$ cat config.mk
export PLATFORM = sky130hd
export DESIGN_NAME = status_pkt_gen
export DESIGN_NICKNAME = d
export VERILOG_FILES = /design/src/rtl/spg_pkg.sv /design/src/rtl/spg_ctrl.sv /design/src/rtl/spg_change.sv /design/src/rtl/spg_serial.sv /design/src/rtl/status_pkt_gen.sv
export SDC_FILE = /design/constraint.sdc
export NUM_CORES = 1
export LEC_CHECK = 0
export CAP_MARGIN = 20
export CELL_PAD_IN_SITES_DETAIL_PLACEMENT = 0
export CELL_PAD_IN_SITES_GLOBAL_PLACEMENT = 1
export CORE_AREA = 2 2 96 98
export CTS_CLUSTER_DIAMETER = 50
export DETAILED_ROUTE_END_ITERATION = 10
export DIE_AREA = 0 0 98 100
export MAX_ROUTING_LAYER = met4
export PLACE_DENSITY = 0.75
export SLEW_MARGIN = 20
export SYNTH_ARGS = -nofsm -noshare
export SYNTH_HDL_FRONTEND = slang
export SYNTH_HIERARCHICAL = 1
export SYNTH_SLANG_ARGS = --single-unit
export TNS_END_PERCENT = 1
$ cat constraint.sdc
create_clock -name clk -period 1.9 [get_ports clk]
set_input_delay 0.38 -clock clk [delete_from_list [all_inputs] [get_ports clk]]
set_output_delay 0.38 -clock clk [all_outputs]
set_load 0.05 [all_outputs]
$ cat src/rtl/spg_pkg.sv
package spg_pkg;

  // Reporting mode, taken from control byte bits [7:6]
  typedef enum logic [1:0] {
    RPT_OFF  = 2'd0,
    RPT_ONCE = 2'd1,
    RPT_RSVD = 2'd2,
    RPT_AUTO = 2'd3
  } rpt_mode_e;

  // Payload bytes: one byte carries the sequence and the two lowest status bits,
  // the rest carry the remaining status bits eight at a time.
  function automatic int payload_bytes(input int width);
    return (width - 2 + 7) / 8 + 1;
  endfunction

  // Total packet length, including the address byte
  function automatic int packet_bytes(input int width);
    return payload_bytes(width) + 1;
  endfunction

  // Width of the zero-extended status holding register
  function automatic int hold_width(input int width);
    return 2 + 8 * (payload_bytes(width) - 1);
  endfunction

endpackage

$ cat src/rtl/spg_ctrl.sv
module spg_ctrl
  import spg_pkg::*;
(
  input  logic       clk,
  input  logic       rst,
  input  logic       ctl_we,
  input  logic [7:0] ctl_data,
  input  logic       accept,
  output logic       once_pend,
  output logic       auto_en,
  output logic [5:0] seq
);

  rpt_mode_e wr_mode;
  assign wr_mode = rpt_mode_e'(ctl_data[7:6]);

  always_ff @(posedge clk) begin
    if (rst) begin
      once_pend <= 1'b0;
      auto_en   <= 1'b0;
      seq       <= '0;
    end else begin
      if (accept) once_pend <= 1'b0;
      if (ctl_we) begin
        seq <= ctl_data[5:0];
        case (wr_mode)
          RPT_ONCE: begin once_pend <= 1'b1; auto_en <= 1'b0; end
          RPT_AUTO: begin once_pend <= 1'b1; auto_en <= 1'b1; end
          default:  begin once_pend <= 1'b0; auto_en <= 1'b0; end
        endcase
      end
    end
  end

  assert_off_clears_R10: assert property (@(posedge clk) disable iff (rst)
    (ctl_we && !ctl_data[6]) |=> (!once_pend && !auto_en));

  assert_once_consumed_R7: assert property (@(posedge clk) disable iff (rst)
    (accept && !ctl_we) |=> !once_pend);

endmodule

$ cat src/rtl/spg_change.sv
module spg_change #(
  parameter int PAYLOAD_W = 26
) (
  input  logic                 clk,
  input  logic                 rst,
  input  logic [PAYLOAD_W-1:0] status_in,
  input  logic                 accept,
  output logic                 changed
);

  logic [PAYLOAD_W-1:0] last_sent;

  always_ff @(posedge clk) begin
    if (rst)         last_sent <= '0;
    else if (accept) last_sent <= status_in;
  end

  assign changed = (status_in != last_sent);

  // After a packet is taken, a difference can only come from a new input value
  assert_snapshot_R9: assert property (@(posedge clk) disable iff (rst)
    accept |=> (changed == (status_in != $past(status_in))));

endmodule

$ cat src/rtl/spg_serial.sv
module spg_serial
  import spg_pkg::*;
#(
  parameter logic [7:0] REG_ADDR  = 8'h3C,
  parameter int         PAYLOAD_W = 26
) (
  input  logic                 clk,
  input  logic                 rst,
  input  logic                 want,
  input  logic                 pkt_start,
  input  logic [PAYLOAD_W-1:0] status_in,
  input  logic [5:0]           seq,
  output logic                 accept,
  output logic                 busy,
  output logic                 pkt_req,
  output logic [7:0]           pkt_byte
);

  localparam int NPB  = payload_bytes(PAYLOAD_W);
  localparam int NB   = packet_bytes(PAYLOAD_W);
  localparam int HW   = hold_width(PAYLOAD_W);
  localparam int IDXW = $clog2(NB);
  localparam logic [IDXW-1:0] LAST = IDXW'(NB - 1);

  logic [IDXW-1:0] idx;
  logic [HW-1:0]   hold_ext;
  logic [HW-1:0]   status_ext;
  logic [5:0]      hold_seq;
  logic [7:0]      pb [NPB];

  assign busy    = (idx != '0);
  assign pkt_req = want && !busy;
  assign accept  = pkt_req && pkt_start;

  always_comb begin
    status_ext = '0;
    status_ext[PAYLOAD_W-1:0] = status_in;
  end

  always_ff @(posedge clk) begin
    if (rst) begin
      idx      <= '0;
      hold_ext <= '0;
      hold_seq <= '0;
    end else if (accept) begin
      idx      <= IDXW'(1);
      hold_ext <= status_ext;
      hold_seq <= seq;
    end else if (busy) begin
      idx <= (idx == LAST) ? '0 : idx + 1'b1;
    end
  end

  assign pb[0] = {hold_seq, hold_ext[1:0]};
  for (genvar k = 1; k < NPB; k++) begin : g_pbyte
    assign pb[k] = hold_ext[8*k-6 +: 8];
  end

  always_comb begin
    pkt_byte = 8'h00;
    if (busy) begin
      for (int k = 0; k < NPB; k++)
        if (int'(idx) == k + 1) pkt_byte = pb[k];
    end else if (pkt_req) begin
      pkt_byte = REG_ADDR;
    end
  end

  assert_req_low_busy_R6: assert property (@(posedge clk) disable iff (rst)
    busy |-> !pkt_req);

  assert_accept_starts_R3: assert property (@(posedge clk) disable iff (rst)
    accept |=> (busy && !pkt_req));

  assert_hold_stable_R5: assert property (@(posedge clk) disable iff (rst)
    busy |=> $stable(hold_ext) && $stable(hold_seq));

  assert_last_ends_R12: assert property (@(posedge clk) disable iff (rst)
    (busy && idx == LAST) |=> !busy);

endmodule

$ cat src/rtl/status_pkt_gen.sv
module status_pkt_gen
  import spg_pkg::*;
#(
  parameter logic [7:0] REG_ADDR  = 8'h3C,
  parameter int         PAYLOAD_W = 26
) (
  input  logic                 clk,
  input  logic                 rst,
  input  logic                 ctl_we,
  input  logic [7:0]           ctl_data,
  input  logic [PAYLOAD_W-1:0] status_in,
  output logic                 pkt_req,
  input  logic                 pkt_start,
  output logic [7:0]           pkt_byte
);

  logic       accept;
  logic       busy;
  logic       once_pend;
  logic       auto_en;
  logic       changed;
  logic [5:0] seq;
  logic       want;

  assign want = once_pend || (auto_en && changed);

  spg_ctrl u_ctrl (
    .clk(clk), .rst(rst), .ctl_we(ctl_we), .ctl_data(ctl_data),
    .accept(accept), .once_pend(once_pend), .auto_en(auto_en), .seq(seq)
  );

  spg_change #(.PAYLOAD_W(PAYLOAD_W)) u_change (
    .clk(clk), .rst(rst), .status_in(status_in), .accept(accept), .changed(changed)
  );

  spg_serial #(.REG_ADDR(REG_ADDR), .PAYLOAD_W(PAYLOAD_W)) u_serial (
    .clk(clk), .rst(rst), .want(want), .pkt_start(pkt_start),
    .status_in(status_in), .seq(seq), .accept(accept), .busy(busy),
    .pkt_req(pkt_req), .pkt_byte(pkt_byte)
  );

  // A packet is requested only when something asked for it
  assert_req_has_cause_R8: assert property (@(posedge clk) disable iff (rst)
    pkt_req |-> (once_pend || auto_en));

endmodule

==> results of run 1 <==
state kept, by name, summed over array words and instances (netlist names):
register and flops:
u_serial/hold_ext 26, u_serial/hold_seq 6, u_ctrl/once_pend 1, u_ctrl/seq 6, u_serial/idx 3, u_change/last_sent 26
u_ctrl/auto_en 1
path summary, 6_finish.rpt:
path                            slack (ps)                      to                   from  depth (start not counted)
worst max-delay path                  -670             pkt_byte[5]          status_in[19]                          9
worst min-delay path                   460    u_serial/hold_seq[5]          u_ctrl/seq[5]                          2
worst max register to register        -370  u_change/last_sent[20]  u_change/last_sent[1]                         12
worst min register to register         460    u_serial/hold_seq[5]          u_ctrl/seq[5]                          2
power by group through the flow:
stage / Clock, W / Combinational, W / Sequential [W]
final: 0.00146 / 0.00225 / 0.00162
after global routing: 0.00156 / 0.00238 / 0.00163
after CTS: 0.00149 / 0.00221 / 0.00161
after detailed placement: 0 / 0.00211 / 0.00164
after global placement: 0 / 0.00209 / 0.00164
after floorplan: 0 / 0.00127 / 0.00163
tightest hold or removal path: cells and delay by family (launching register included):
kind	cells	cell delay [ps]
AND/OR/NAND/NOR	1	50
flip-flops	1	310
AO/OA/AOI/OAI	1	50
per-stage QoR:
| stage | TNS, ps | instances | setup slack (ps) |
|---|---|---|---|
| detailed placement | -50730 | 546 | -1130 |
| finish | -23210 | 564 | -670 |
| CTS | -20290 | 563 | -760 |
| global route | -30300 | 564 | -786 |
| global placement | -50810 | 546 | -1100 |
| floorplan | -3270 | 359 | -161 |
layer usage:
layer / GRT usage (%) / up-vias / share of wire [%]
met5: - / - / 0
met4: 6.09 / 0 / 1.1
li1: - / 1384 / -
met1: 21.4 / 1249 / 49
met2: 26.3 / 31 / 47
met3: 2.16 / 6 / 2.7
layout make-up:
type | instances | share of cell area [%]
Clock inverter | 7 | 2.78
Tap cell | 111 | 3.12
Multi-Input combinational cell | 264 | 38.6
Clock buffer | 9 | 2.78
Timing Repair Buffer | 100 | 21.1
Sequential cell | 69 | 31.2
Inverter | 4 | 0.393
timing repair:
item                                    in CTS  in global routing
hold buffers                                 0                  0
pin swaps                                   12                 18
buffers inserted                             1                  1
resized for setup                           30                 25
endpoints found under the setup margin      70                 70
layout by cell type (no fill, tap or decap), types with 4 or more instances in the layout:
cell type / instances
buf_6: 7
dlymetal6s2s_1: 8
dfxtp_2: 7
xnor2_1: 12
mux2i_1: 33
a21oi_1: 37
a22oi_2: 4
clkdlybuf4s50_1: 13
nand2_1: 75
a21o_1: 5
xnor2_2: 4
buf_4: 50
nor2_1: 34
a22oi_1: 4
a21oi_2: 6
nand3b_1: 4
xor2_1: 10
dfxtp_1: 62
nand4_1: 5
dlygate4sd2_1: 15
buf_12: 6
clkbuf_8: 9
==> impl_metrics.ini, run 1 <==
[clocking]
cts_inserted_buffers = 9
cts_tree = done
cts_buffer_depth = 2
cts_sinks = 69
worstSkewPairLatency_ps = 340
htreeDepth = 3
cts-root-buf = clkbuf_8
path_clk_slew_ps = 80

[sta]
fmax_mhz = 389
final_hold_viol_count = 0
final_max_slew_viol_count = 0
setup_violations = 70
worst_slack_ps = -670
fin_skew_ps = 9.28
worstMarginPinSlew_ps = 346
finalCriticalPeriod_ps = 2570
fin_hold_ws_ps = 456
timing.final.crit_share_pct = 135
slew_headroom_pct = 77.0
rsz0062_at_grt = true

[power]
pwr_density_cell_nw_per_um2 = 1200
combPwrFrac_pct = 42.2
swShare_pct = 34.7
p_leak_nw = 1.78
power.internal_w = 0.00348
sequentialPowerShare_pct = 30.3
peakVddDrop_v = 0.000582
switching_power_w = 0.00185
clkPwrFrac_pct = 27.5
p_total_w = 0.00533

[routing]
dr_total_vias = 2670
wl_per_cell_um = 13.7
vias_per_cell = 4.73
routed_wl_um = 7710
remaining_drc_errors = 0
postRouteAntennaNets = 0
drtIter0Drc = 75
drt_first_pass_iters = 4

[floorplan]
ios = 47
die_height_um = 100
core_sq_um = 8890
row_count = 35
start_util_pct = 35.2
dieArea_sq_um = 9800
fp.dieW_um = 98

[cells_and_area]
fin_util_pct = 50.1
diodes = 0
n_fill_cell = 868
final_cell_area_sq_um = 4460
drive_gt1_share_pct = 25.8
nNetsFinal = 491
final-seq-area_sq_um = 1390
syn2layout_area_growth_pct = 42.3
multi_input_area_sq_um = 1720

[placement]
placed_area_sq_um = 4070
gp_congestion = 0.798
dpl.hpwl_um = 5510
io_buffers = 46

[synth]
syn-num-nets = 402
synth_cells = 359
syn_area_sq_um = 3130
syn-mean-instance-area_sq_um = 8.73
ys.warnings.count = 6

[worst_setup_path]
cp_cell_sequence = clkdlybuf4s50_1 > xor2_1 > nor3_2 > nand4_1 > a21o_1 > and2_4 > o21ai_4 > a2bb2oi_2 > buf_6
critPathBufInv = 2
cp_data_required_time_ps = 1520
crit_family = buffers and inverters
critPathCaptureType = output pin
cpPeakStageDelay_ps = 430
startpoint_type = input port
crit_path_top_delay_cell = clkdlybuf4s50_1
cp_max_fo = 4
arrival_ps = 2190
crit_type = input port to output pin

[global_route]
gr-usage-all-layers_pct = 16.4
grt_max_degree = 70
grt_pass1_vias = 2663
grt_overflow = 0
grt_pass1_wl_um = 12600
antenna_found_initial = 0

[outcome]
status = finished, violations left
failed_checks = setup timing

[flow_run]
cap_violations = 0

[hold_path]
hold_path.class = flip-flop to flip-flop
Power figures use the tool's default switching activity.
==> inputs of run 2 (changes only) <==
--- a/config.mk
+++ b/config.mk
@@ -14,6 +14,7 @@
 export DIE_AREA = 0 0 98 100
 export MAX_ROUTING_LAYER = met4
 export PLACE_DENSITY = 0.75
+export SKIP_LAST_GASP = 1
 export SLEW_MARGIN = 20
 export SYNTH_ARGS = -nofsm -noshare
 export SYNTH_HDL_FRONTEND = slang
==> impl_metrics.ini, run 2 (synthesized netlist as in run 1, its figures left out) <==
[outcome]
status = finished, violations left
failed_checks = setup timing

[worst_setup_path]
arrival_ps = 2200
crit_family = buffers and inverters
crit_type = input port to output pin
critPathCaptureType = output pin
cpPeakStageDelay_ps = 430
crit_path_top_delay_cell = clkdlybuf4s50_1
critPathBufInv = 2
startpoint_type = input port
cp_cell_sequence = clkdlybuf4s50_1 > xor2_1 > nor3_2 > nand4_1 > a21o_1 > and2_4 > o21ai_4 > a2bb2oi_2 > buf_6
cp_data_required_time_ps = 1520
cp_max_fo = 4

[power]
combPwrFrac_pct = 41.5
power.internal_w = 0.00344
sequentialPowerShare_pct = 30.7
swShare_pct = 34.5
clkPwrFrac_pct = 27.8
pwr_density_cell_nw_per_um2 = 1190
peakVddDrop_v = 0.000585
p_leak_nw = 1.79
switching_power_w = 0.00182

[global_route]
grt_pass1_vias = 2655
grt_overflow = 0
antenna_found_initial = 0
grt_pass1_wl_um = 12500
gr-usage-all-layers_pct = 16.3
grt_max_degree = 70

[floorplan]
dieArea_sq_um = 9800
row_count = 35
core_sq_um = 8890
ios = 47
start_util_pct = 35.2
die_height_um = 100
fp.dieW_um = 98

[routing]
routed_wl_um = 7600
drtIter0Drc = 86
remaining_drc_errors = 0
postRouteAntennaNets = 0
drt_first_pass_iters = 4
wl_per_cell_um = 13.5
vias_per_cell = 4.75
dr_total_vias = 2673

[cells_and_area]
mostFrequentLayoutCell = nand2_1
n_fill_cell = 866
final_cell_mix = nand2_1, dfxtp_1, buf_4
diodes = 0
nNetsFinal = 490
multi_input_area_sq_um = 1700
final_cell_area_sq_um = 4410
drive_gt1_share_pct = 23.5
final-seq-area_sq_um = 1390
syn2layout_area_growth_pct = 40.7
largestRegisters = u_change/last_sent (26), u_serial/hold_ext (26)

[clocking]
cts_hold_buf = 0
cts-root-buf = clkbuf_8
path_clk_slew_ps = 80
cts_sinks = 69
cts_buffer_depth = 2
cts_tree = done
worstSkewPairLatency_ps = 340
htreeDepth = 3
cts_inserted_buffers = 9

[flow_run]
cap_violations = 0

[placement]
gp_congestion = 0.798
placed_area_sq_um = 4070
dpl.hpwl_um = 5510
io_buffers = 46
place_ws_ps = -1130

[sta]
timing.final.crit_share_pct = 136
fin_skew_ps = 9.36
rsz0062_at_grt = true
setup_violations = 69
setup_tns_ps = -17560
finalCriticalPeriod_ps = 2580
final_hold_viol_count = 0
worstMarginPinSlew_ps = 336
fmax_mhz = 388
final_max_slew_viol_count = 0
worst_slack_ps = -677
slew_headroom_pct = 77.6

[hold_path]
hold_path.class = flip-flop to flip-flop
==> run 2: changes by cell type in the layout (fill, tap and decap cells not counted), sizes merged <==
cell  change
buf       -1
==> run 2: per-stage QoR <==
| step | power (W) | hold WS [ps] | instances | utilization [%] |
|---|---|---|---|---|
| floorplan | 0.00290 | 431 | 359 | - |
| global placement | 0.00373 | 447 | 546 | 45.8 |
| detailed placement | 0.00376 | 449 | 546 | 45.8 |
| CTS | 0.00529 | 460 | 563 | 48.9 |
| global route | 0.00551 | 461 | 563 | 49.6 |
| finish | 0.00526 | 456 | 563 | 49.6 |
==> run 2: path summary, 6_finish.rpt <==
check                        startpoint                     to  slack (ps)  cells past startpoint
hold / removal            u_ctrl/seq[5]   u_serial/hold_seq[5]         460                      2
setup reg to reg  u_change/last_sent[1]  u_change/last_sent[1]        -250                     11
hold reg to reg           u_ctrl/seq[5]   u_serial/hold_seq[5]         460                      2
setup / recovery          status_in[19]            pkt_byte[5]        -680                      9
==> run 2: per-layer routing <==
| metal | routed length (um) | part of all wire [%] | vias to the layer above | GRT usage (%) |
|---|---|---|---|---|
| li1 | - | - | 1380 | - |
| met1 | 3760 | 49 | 1249 | 21.4 |
| met2 | 3570 | 47 | 38 | 25.9 |
| met3 | 178 | 2.3 | 6 | 2.23 |
| met4 | 85 | 1.1 | 0 | 6.09 |
| met5 | 0 | 0 | - | - |
==> run 2: layout make-up <==
| cell class | instances | share of cell area [%] |
|---|---|---|
| Sequential cell | 69 | 31.5 |
| Multi-Input combinational cell | 264 | 38.5 |
| Timing Repair Buffer | 99 | 20.9 |
| Clock inverter | 7 | 2.81 |
| Tap cell | 111 | 3.15 |
| Clock buffer | 9 | 2.81 |
| Inverter | 4 | 0.341 |
==> run 2: what timing repair did <==
| action | in CTS | in global routing |
|---|---|---|
| endpoints found under the setup margin | 70 | 70 |
| setup buffers | 1 | 0 |
| gates resized for setup | 24 | 17 |
| pin swaps | 11 | 16 |
==> run 2: power by group through the flow <==
stage               Clock (W)  Sequential [W]  Combinational (W)
floorplan                   0         0.00163            0.00127
global placement            0         0.00164            0.00209
detailed placement          0         0.00164            0.00211
CTS                   0.00149         0.00161            0.00218
global route          0.00156         0.00162            0.00232
finish                0.00146         0.00161            0.00218
==> run 2: worst reg2reg max path: cells and delay by family (launching register included) <==
kind            cells  cell delay, ps
compound gates      1             210
xor+xnor            1             180
buf+inv             4             550
flops               1             320
mux                 1             230
simple gates        4             540
